[src/rtl/oc_tmr_pkg.sv]
package oc_tmr_pkg;
  typedef enum logic [1:0] {
    ST_RUN   = 2'd0,
    ST_LIMIT = 2'd1,
    ST_TRIP  = 2'd2
  } oc_state_e;
endpackage

[src/rtl/oc_tmr_sampler.sv]
// Captures the overcurrent flag a fixed delay after the low-side switch turns on.
module oc_tmr_sampler #(
  parameter int SAMPLE_DLY = 10
) (
  input  logic clk,
  input  logic rst,
  input  logic en,
  input  logic ls_on,
  input  logic oc_in,
  output logic smp_vld,
  output logic smp_oc
);
  logic ls_q;

  always_ff @(posedge clk) begin
    if (rst || !en) ls_q <= 1'b0;
    else            ls_q <= ls_on;
  end

  generate
    if (SAMPLE_DLY < 1) begin : g_direct
      always_ff @(posedge clk) begin
        if (rst || !en) begin
          smp_vld <= 1'b0;
          smp_oc  <= 1'b0;
        end else begin
          smp_vld <= ls_on && !ls_q;
          if (ls_on && !ls_q) smp_oc <= oc_in;
        end
      end
    end else begin : g_delayed
      localparam int CW = $clog2(SAMPLE_DLY + 1);
      localparam logic [CW-1:0] DLY_V = CW'(SAMPLE_DLY);
      localparam logic [CW-1:0] ONE   = CW'(1);
      logic [CW-1:0] dly_cnt;

      always_ff @(posedge clk) begin
        if (rst || !en) begin
          dly_cnt <= '0;
          smp_vld <= 1'b0;
          smp_oc  <= 1'b0;
        end else begin
          smp_vld <= 1'b0;
          if (ls_on && !ls_q)       dly_cnt <= DLY_V;
          else if (!ls_on)          dly_cnt <= '0;
          else if (dly_cnt != '0)   dly_cnt <= dly_cnt - ONE;
          if (ls_on && ls_q && dly_cnt == ONE) begin
            smp_vld <= 1'b1;
            smp_oc  <= oc_in;
          end
        end
      end
    end
  endgenerate
endmodule

[src/rtl/oc_tmr_wincnt.sv]
// Counts switching-cycle ticks while the grace window is open.
module oc_tmr_wincnt #(
  parameter int WIN_CYC = 8
) (
  input  logic clk,
  input  logic rst,
  input  logic active,
  input  logic tick,
  output logic done
);
  localparam int W = (WIN_CYC < 2) ? 1 : $clog2(WIN_CYC);
  localparam logic [W-1:0] LAST = W'(WIN_CYC - 1);
  localparam logic [W-1:0] ONE  = W'(1);

  logic [W-1:0] cnt;

  always_ff @(posedge clk) begin
    if (rst || !active)  cnt <= '0;
    else if (tick)       cnt <= (cnt == LAST) ? '0 : cnt + ONE;
  end

  assign done = active && tick && (cnt == LAST);
endmodule

[src/rtl/oc_tmr_fsm.sv]
// Run / current-limit / trip control with registered outputs.
module oc_tmr_fsm
  import oc_tmr_pkg::*;
(
  input  logic      clk,
  input  logic      rst,
  input  logic      en,
  input  logic      smp_vld,
  input  logic      smp_oc,
  input  logic      oc_now,
  input  logic      win_done,
  output oc_state_e st_o,
  output logic      limit_o,
  output logic      shdn_o,
  output logic      term_o
);
  oc_state_e st, st_nxt;
  logic      oc_hold;
  logic      oc_latest;

  assign oc_latest = smp_vld ? smp_oc : oc_hold;

  always_comb begin
    st_nxt = st;
    unique case (st)
      ST_RUN:   if (smp_vld && smp_oc) st_nxt = ST_LIMIT;
      ST_LIMIT: if (win_done)          st_nxt = oc_latest ? ST_TRIP : ST_RUN;
      ST_TRIP:  st_nxt = ST_TRIP;
      default:  st_nxt = ST_RUN;
    endcase
    if (!en) st_nxt = ST_RUN;
  end

  always_ff @(posedge clk) begin
    if (rst) begin
      st      <= ST_RUN;
      oc_hold <= 1'b0;
      limit_o <= 1'b0;
      shdn_o  <= 1'b0;
      term_o  <= 1'b0;
    end else begin
      st      <= st_nxt;
      oc_hold <= en ? oc_latest : 1'b0;
      limit_o <= en && (st_nxt == ST_LIMIT);
      shdn_o  <= en && (st_nxt == ST_TRIP);
      term_o  <= en && (((st == ST_LIMIT) && oc_now) || (st == ST_TRIP));
    end
  end

  assign st_o = st;
endmodule

[src/rtl/oc_delay_shutdown.sv]
module oc_delay_shutdown
  import oc_tmr_pkg::*;
#(
  parameter int SAMPLE_DLY = 10,
  parameter int WIN_CYC    = 8
) (
  input  logic clk,
  input  logic rst,
  input  logic en_i,
  input  logic cyc_tick_i,
  input  logic ls_on_i,
  input  logic oc_i,
  output logic cyc_term_o,
  output logic limit_o,
  output logic shutdown_o
);
  logic      smp_vld;
  logic      smp_oc;
  logic      win_done;
  oc_state_e st;

  oc_tmr_sampler #(.SAMPLE_DLY(SAMPLE_DLY)) u_sampler (
    .clk     (clk),
    .rst     (rst),
    .en      (en_i),
    .ls_on   (ls_on_i),
    .oc_in   (oc_i),
    .smp_vld (smp_vld),
    .smp_oc  (smp_oc)
  );

  oc_tmr_wincnt #(.WIN_CYC(WIN_CYC)) u_wincnt (
    .clk    (clk),
    .rst    (rst),
    .active (st == ST_LIMIT),
    .tick   (cyc_tick_i),
    .done   (win_done)
  );

  oc_tmr_fsm u_fsm (
    .clk      (clk),
    .rst      (rst),
    .en       (en_i),
    .smp_vld  (smp_vld),
    .smp_oc   (smp_oc),
    .oc_now   (oc_i),
    .win_done (win_done),
    .st_o     (st),
    .limit_o  (limit_o),
    .shdn_o   (shutdown_o),
    .term_o   (cyc_term_o)
  );
endmodule

[config.mk]
export PLATFORM = sky130hd
export DESIGN_NAME = oc_delay_shutdown
export DESIGN_NICKNAME = d
export VERILOG_FILES = /design/src/rtl/oc_tmr_pkg.sv /design/src/rtl/oc_tmr_sampler.sv /design/src/rtl/oc_tmr_wincnt.sv /design/src/rtl/oc_tmr_fsm.sv /design/src/rtl/oc_delay_shutdown.sv
export SDC_FILE = /design/constraint.sdc
export NUM_CORES = 1
export LEC_CHECK = 0
export BUFFER_PORTS_ARGS = -buffer_cell sky130_fd_sc_hd__buf_2
export CORE_UTILIZATION = 47
export CTS_CLUSTER_DIAMETER = 80
export CTS_CLUSTER_SIZE = 16
export DETAILED_ROUTE_END_ITERATION = 6
export GPL_TIMING_DRIVEN = 0
export HOLD_SLACK_MARGIN = 0.03
export PLACE_DENSITY_LB_ADDON = 0.12
export SETUP_SLACK_MARGIN = 0.5
export SYNTH_ARGS = -nofsm -noshare
export SYNTH_HDL_FRONTEND = slang
export SYNTH_HIERARCHICAL = 1
export SYNTH_SLANG_ARGS = --single-unit
export TNS_END_PERCENT = 5
[constraint.sdc]
create_clock -name clk -period 1.2 [get_ports clk]
set_clock_uncertainty 0.05 [all_clocks]
set_input_delay 0.12 -clock clk [delete_from_list [all_inputs] [get_ports clk]]
set_output_delay 0.12 -clock clk [all_outputs]
set_load 0.1 [all_outputs]
-- Word level (Yosys, flattened, before mapping)
Index checks and enable logic that the tools add are counted.
- bits in registers: 16
- input port bits: 6
- output and inout bits: 3
- logic and storage cells: 53
- $add $sub $neg: 2
- equal/unequal tests: 7
- mux-type cells: 11
- bitwise operators: 2
- reduce and logical (&&, ||, !) cells: 20
- operators by type and width (kind ; count):
    $mux W4 ; 3
    $logic_and A1 B1 Y1 ; 10
    $mux W2 ; 4
    $pmux W2 S3 ; 1
    $eq A2 B1 Y1 const B ; 2
    $eq A2 B2 Y1 const B ; 2
    $eq A4 B1 Y1 const B ; 1
    $reduce_bool A4 Y1 ; 1
    $sub A4 B1 Y4 const B ; 1
    $add A3 B1 Y3 const B ; 1
    $eq A3 B3 Y1 const B ; 1
    $logic_not A1 Y1 ; 3
    $logic_or A1 B1 Y1 ; 3
    $mux W3 ; 1
    $ne A3 B1 Y1 const B ; 1
    $reduce_or A3 Y1 ; 1
    $logic_not A2 Y1 ; 1
    $mux W1 ; 2
    $not A1 Y1 ; 2
    $reduce_or A2 Y1 ; 1

-- Logic depth before layout (Yosys ltp)
- depth after elaboration: 8
- depth in mapped cells: 5
- gate-level depth less buffers: 5

-- Cells and area by module
Netlist, hierarchy kept.
- modules (own cells, without submodules) (module ; instances ; cells each ; area each (µm²) ; seq. area each (µm²)):
    oc_tmr_sampler ; 1 ; 27 ; 260.2 ; 140.1
    oc_tmr_fsm ; 1 ; 20 ; 206.4 ; 120.1
    oc_tmr_wincnt ; 1 ; 15 ; 153.9 ; 60.1
    oc_delay_shutdown ; 1 ; 1 ; 13.8 ; 0.0

-- Worst setup path before layout
OpenSTA, ideal clock, no wires.
- path type: register -> register
- start: register u_wincnt.cnt[0]
- end: register u_fsm.limit_o
- library setup time: 0.078 ns
- arrival: 1.198 ns
- data required time: 1.072 ns
- setup slack: -0.126 ns
- stages on the path, launching flop included: 6
- path buffers: 0
- clock period less this slack: 1.326 ns
- path through: dfxtp_1 -> ha_1 -> ha_1 -> and3_1 -> mux2_2 -> nor3_1
- word-level cells in the longest chain between the ends: 7
- ends and longest elaborated chain (element ; RTL line ; source):
    start, declared ; oc_tmr_wincnt.sv:15 ; logic [W-1:0] cnt;
    start signal, assigned ; oc_tmr_wincnt.sv:19 ; else if (tick) cnt <= (cnt == LAST) ? '0 : cnt + ONE;
    $eq A3 B3 Y1 ; oc_tmr_wincnt.sv:22 ; assign done = active && tick && (cnt == LAST);
    $logic_and A1 B1 Y1 ; oc_tmr_wincnt.sv:22 ;
    via win_done ; oc_delay_shutdown.sv:19 ; logic win_done;
    $mux W2 ; oc_tmr_fsm.sv:27 ; ST_LIMIT: if (win_done) st_nxt = oc_latest ? ST_TRIP : ST_RUN;
    $pmux W2 S3 ; oc_tmr_fsm.sv:25 ; unique case (st)
    $mux W2 ; oc_tmr_fsm.sv:31 ; if (!en) st_nxt = ST_RUN;
    $eq A2 B1 Y1 ; oc_tmr_fsm.sv:44 ; limit_o <= en && (st_nxt == ST_LIMIT);
    $logic_and A1 B1 Y1 ; oc_tmr_fsm.sv:44 ;
    end signal, assigned ; oc_tmr_fsm.sv:44 ;
    end, declared ; oc_tmr_fsm.sv:13 ; output logic limit_o,
The timed path passes the listed nets, and every way through them passes these cells.
A chain may end at the register's enable or synchronous reset.

-- Final worst setup path
- start: register u_wincnt.cnt[0]
- end: register u_fsm.st[0] (netlist: u_fsm/st_o[0])
- word-level cells in the longest chain between the ends: 5
- ends and longest elaborated chain (element ; RTL line ; source):
    $eq A3 B3 Y1 ; oc_tmr_wincnt.sv:22 ;
    $logic_and A1 B1 Y1 ; oc_tmr_wincnt.sv:22 ;
    via win_done ; oc_delay_shutdown.sv:19 ;
    $mux W2 ; oc_tmr_fsm.sv:27 ;
    $pmux W2 S3 ; oc_tmr_fsm.sv:25 ;
    $mux W2 ; oc_tmr_fsm.sv:31 ;
    end signal, assigned ; oc_tmr_fsm.sv:42 ; st <= st_nxt;
    end, declared ; oc_tmr_fsm.sv:17 ; oc_state_e st, st_nxt;
The timed path passes the listed nets, and every way through them passes these cells.

==> qor.yml <==
synthSimpleGateAreaFrac: 0.284
drive_gt1_frac: 0.500
cts_buffer_depth: 2
reg2reg_slack_ns: -0.09
timing.final.crit_share: 1.08
ant_nets: 0
wl_per_cell_um: 12.9
clkSlewWorstSetupHoldPaths_ns: 0.09
cp-end-kind: "flip-flop"
h-tree-depth: 1
relSlewSlack: 0.823
clock-sinks: 16
netlist_top_cells_count: "dfxtp_1, nand2_1, a21oi_1, nand2b_1, nor3_1"
critPathLaunch: "u_wincnt/cnt[0]$_SDFFE_PP0P_"
vdd_drop_max_uv: 674
fin_nets: 85
vias_per_cell: 5.30
utilization: 0.743
synth_top_area_cell: "dfxtp_1"
reg2regPathDepth: 5
grt_pass1_vias: 457
synth_flop_cell: "dfxtp_1"
track_usage: 0.201
max_cap_viol_count: 0
die-area_um2: 1500
drc: 0
r2r-start: "u_wincnt/cnt[0]$_SDFFE_PP0P_"
antenna_found_initial: 0
crit_path_end: "u_fsm/st_o[0]$_SDFF_PP0_"
yosys.cell_count.top_type: "dfxtp_1"
diodes: 0
place_congestion: 0.818
cp_max_fo: 3
synth_top_family_by_area: "simple AND/OR/NAND/NOR gates"
power_mw: 0.925
cellLeakagePower_nw: 0.324
pre_cts_ws_ns: -0.116
cts_root_buf: "clkbuf_4"
worst_pin_slew_ns: 0.265
synth_seq_cells: 16
synthCells: 63
cp.arrival_ns: 1.45
synthMuxAreaShare: 0.0671
yosysSeqAreaShare: 0.505
synth_compound_area_frac: 0.0986
num_rows: 12
synthTopCellsByArea: "dfxtp_1, nand2b_1, a21oi_1"
syn_nets: 71
dp_hpwl_um: 759
synth_top_area_share: 0.505
required_ns: 1.36
start_util: 0.535
final_cell_count_no_fill: 90
cts_tree: "yes"
yosysUniqueCellTypes: 25
final-max-slew-violation-count: 0
r2r_end: "u_fsm/st_o[0]$_SDFF_PP0_"
synth_edf_count: 0
p_per_area_nw_per_um2: 1050
violations: "hold timing, setup timing"
hold_violations: 1
grt-ovfl-total: 0
syn_to_final_growth_pct: 38.9
io_buffers: 8
insertion_delay_ns: 0.28
fp.dieW_um: 38.7
yosys_warnings: 6
holdCritPathClass: "input port to flip-flop"
crit_path_start_kind: "flip-flop"
drt_pass1_iterations: 4
synth_adder_area_share: 0.0394
final_cell_area_um2: 881
cts_buffers: 3
postSynth.asyncResetShare: 0
outcome: "finished with violations"
placed_cells_incl_taps: 85
yosys.area_share.xor_xnor: 0
drt-total-wl_um: 1160
hold_ws_ns: -0.00443
core_um2: 1190
finalCriticalPeriod_ns: 1.29
vias: 477
finalSetupViolCount: 3
avgSynthCellArea_um2: 10.1
io_pins: 9
grt_max_degree: 10
dpl_cell_area_um2: 728
netlist_area_um2: 634
layout_setup_ws_ns: -0.0904
die_y_um: 38.7
rsz0062_at_grt: "true"
drtIter0Drc: 2
fill_cells: 82
grt_pass1_wl_um: 1930
fmax_ghz: 0.775
critical_path_class: "flip-flop to flip-flop"
-- state kept, by name, summed over array words and instances (netlist names) --
name,count
u_fsm/shdn_o,1
u_fsm/st_o,2
u_sampler/g_delayed.dly_cnt,4
u_sampler/ls_q,1
u_sampler/smp_oc,1
u_sampler/smp_vld,1
u_fsm/oc_hold,1
u_fsm/term_o,1
u_fsm/limit_o,1
u_wincnt/cnt,3
-- placed cells by master (no fill, tap or decap), types with 2 or more instances in the layout --
cell type,synthesis,layout
mux2i_1,2,2
buf_2,0,5
nand2b_1,5,5
buf_12,0,3
mux2_4,0,2
dfxtp_2,0,7
dfxtp_1,16,6
dfxtp_4,0,3
nor3_2,1,3
clkbuf_4,0,3
nand3b_1,2,2
a21oi_1,6,6
ha_4,0,2
nand2_1,7,7
o21ai_1,0,2
-- per-layer routing --
layer / share of wire / up-vias / global-route usage
li1: - / 250 / -
met1: 0.48 / 218 / 0.216
met2: 0.49 / 9 / 0.329
met3: 0.027 / 0 / 0.0867
met4: 0 / 0 / 0.103
met5: 0 / - / 0
-- how the worst min path moves through the flow --
stage,endpoint,slack [ns],cells after the start,from
6_report,u_sampler/smp_vld$_SDFF_PP0_,-0.004,2,rst
5_1_grt,u_sampler/smp_vld$_SDFF_PP0_,-0.03,2,rst
4_1_cts,u_sampler/smp_vld$_SDFF_PP0_,-0.004,2,rst
3_5_place_dp,u_sampler/smp_vld$_SDFF_PP0_,0.31,2,rst
3_3_place_gp,u_sampler/smp_vld$_SDFF_PP0_,0.31,2,rst
2_1_floorplan,u_sampler/smp_vld$_SDFF_PP0_,0.14,1,rst
-- cell type report --
class	instances	area [um2]	area share
multi-input combinational	46	390	0.443
timing repair buffer	9	92.6	0.105
tap	14	17.5	0.0199
inverter	1	3.75	0.00426
sequential	16	340	0.386
clock buffer	4	36.3	0.0412
-- power by group --
group,switching [mW],total [mW],internal [mW]
clock network,0.164,0.348,0.185
logic,0.0193,0.0381,0.0188
registers,0.00867,0.538,0.530
-- metrics by stage --
stage,setup TNS [ns],hold slack (ns)
6_report,-0.239,-0.00443
3_3_place_gp,-0.224,0.306
3_5_place_dp,-0.232,0.309
4_1_cts,-0.240,-0.00430
2_1_floorplan,-0.109,0.141
5_1_grt,-0.452,-0.0256
-- cell families after synthesis --
logic type | after synthesis
AOI/OAI and AO/OA | 11
adders and majority gates | 2
buffers and inverters | 1
DFF | 16
muxes | 4
and+or+nand+nor | 29
-- critical path: stages, from the launching register on --
cell	delay (ns)
dfxtp_2	0.35
ha_4	0.16
ha_4	0.15
and3_4	0.14
mux2_4	0.27
nor3_2	0.10
-- what timing repair did --
item,4_1_cts,5_1_grt
pin swaps,7,10
setup buffers,1,0
setup endpoints to repair,18,18
hold endpoints to repair,3,2
resized for setup,19,15
Power figures use the tool's default switching activity.
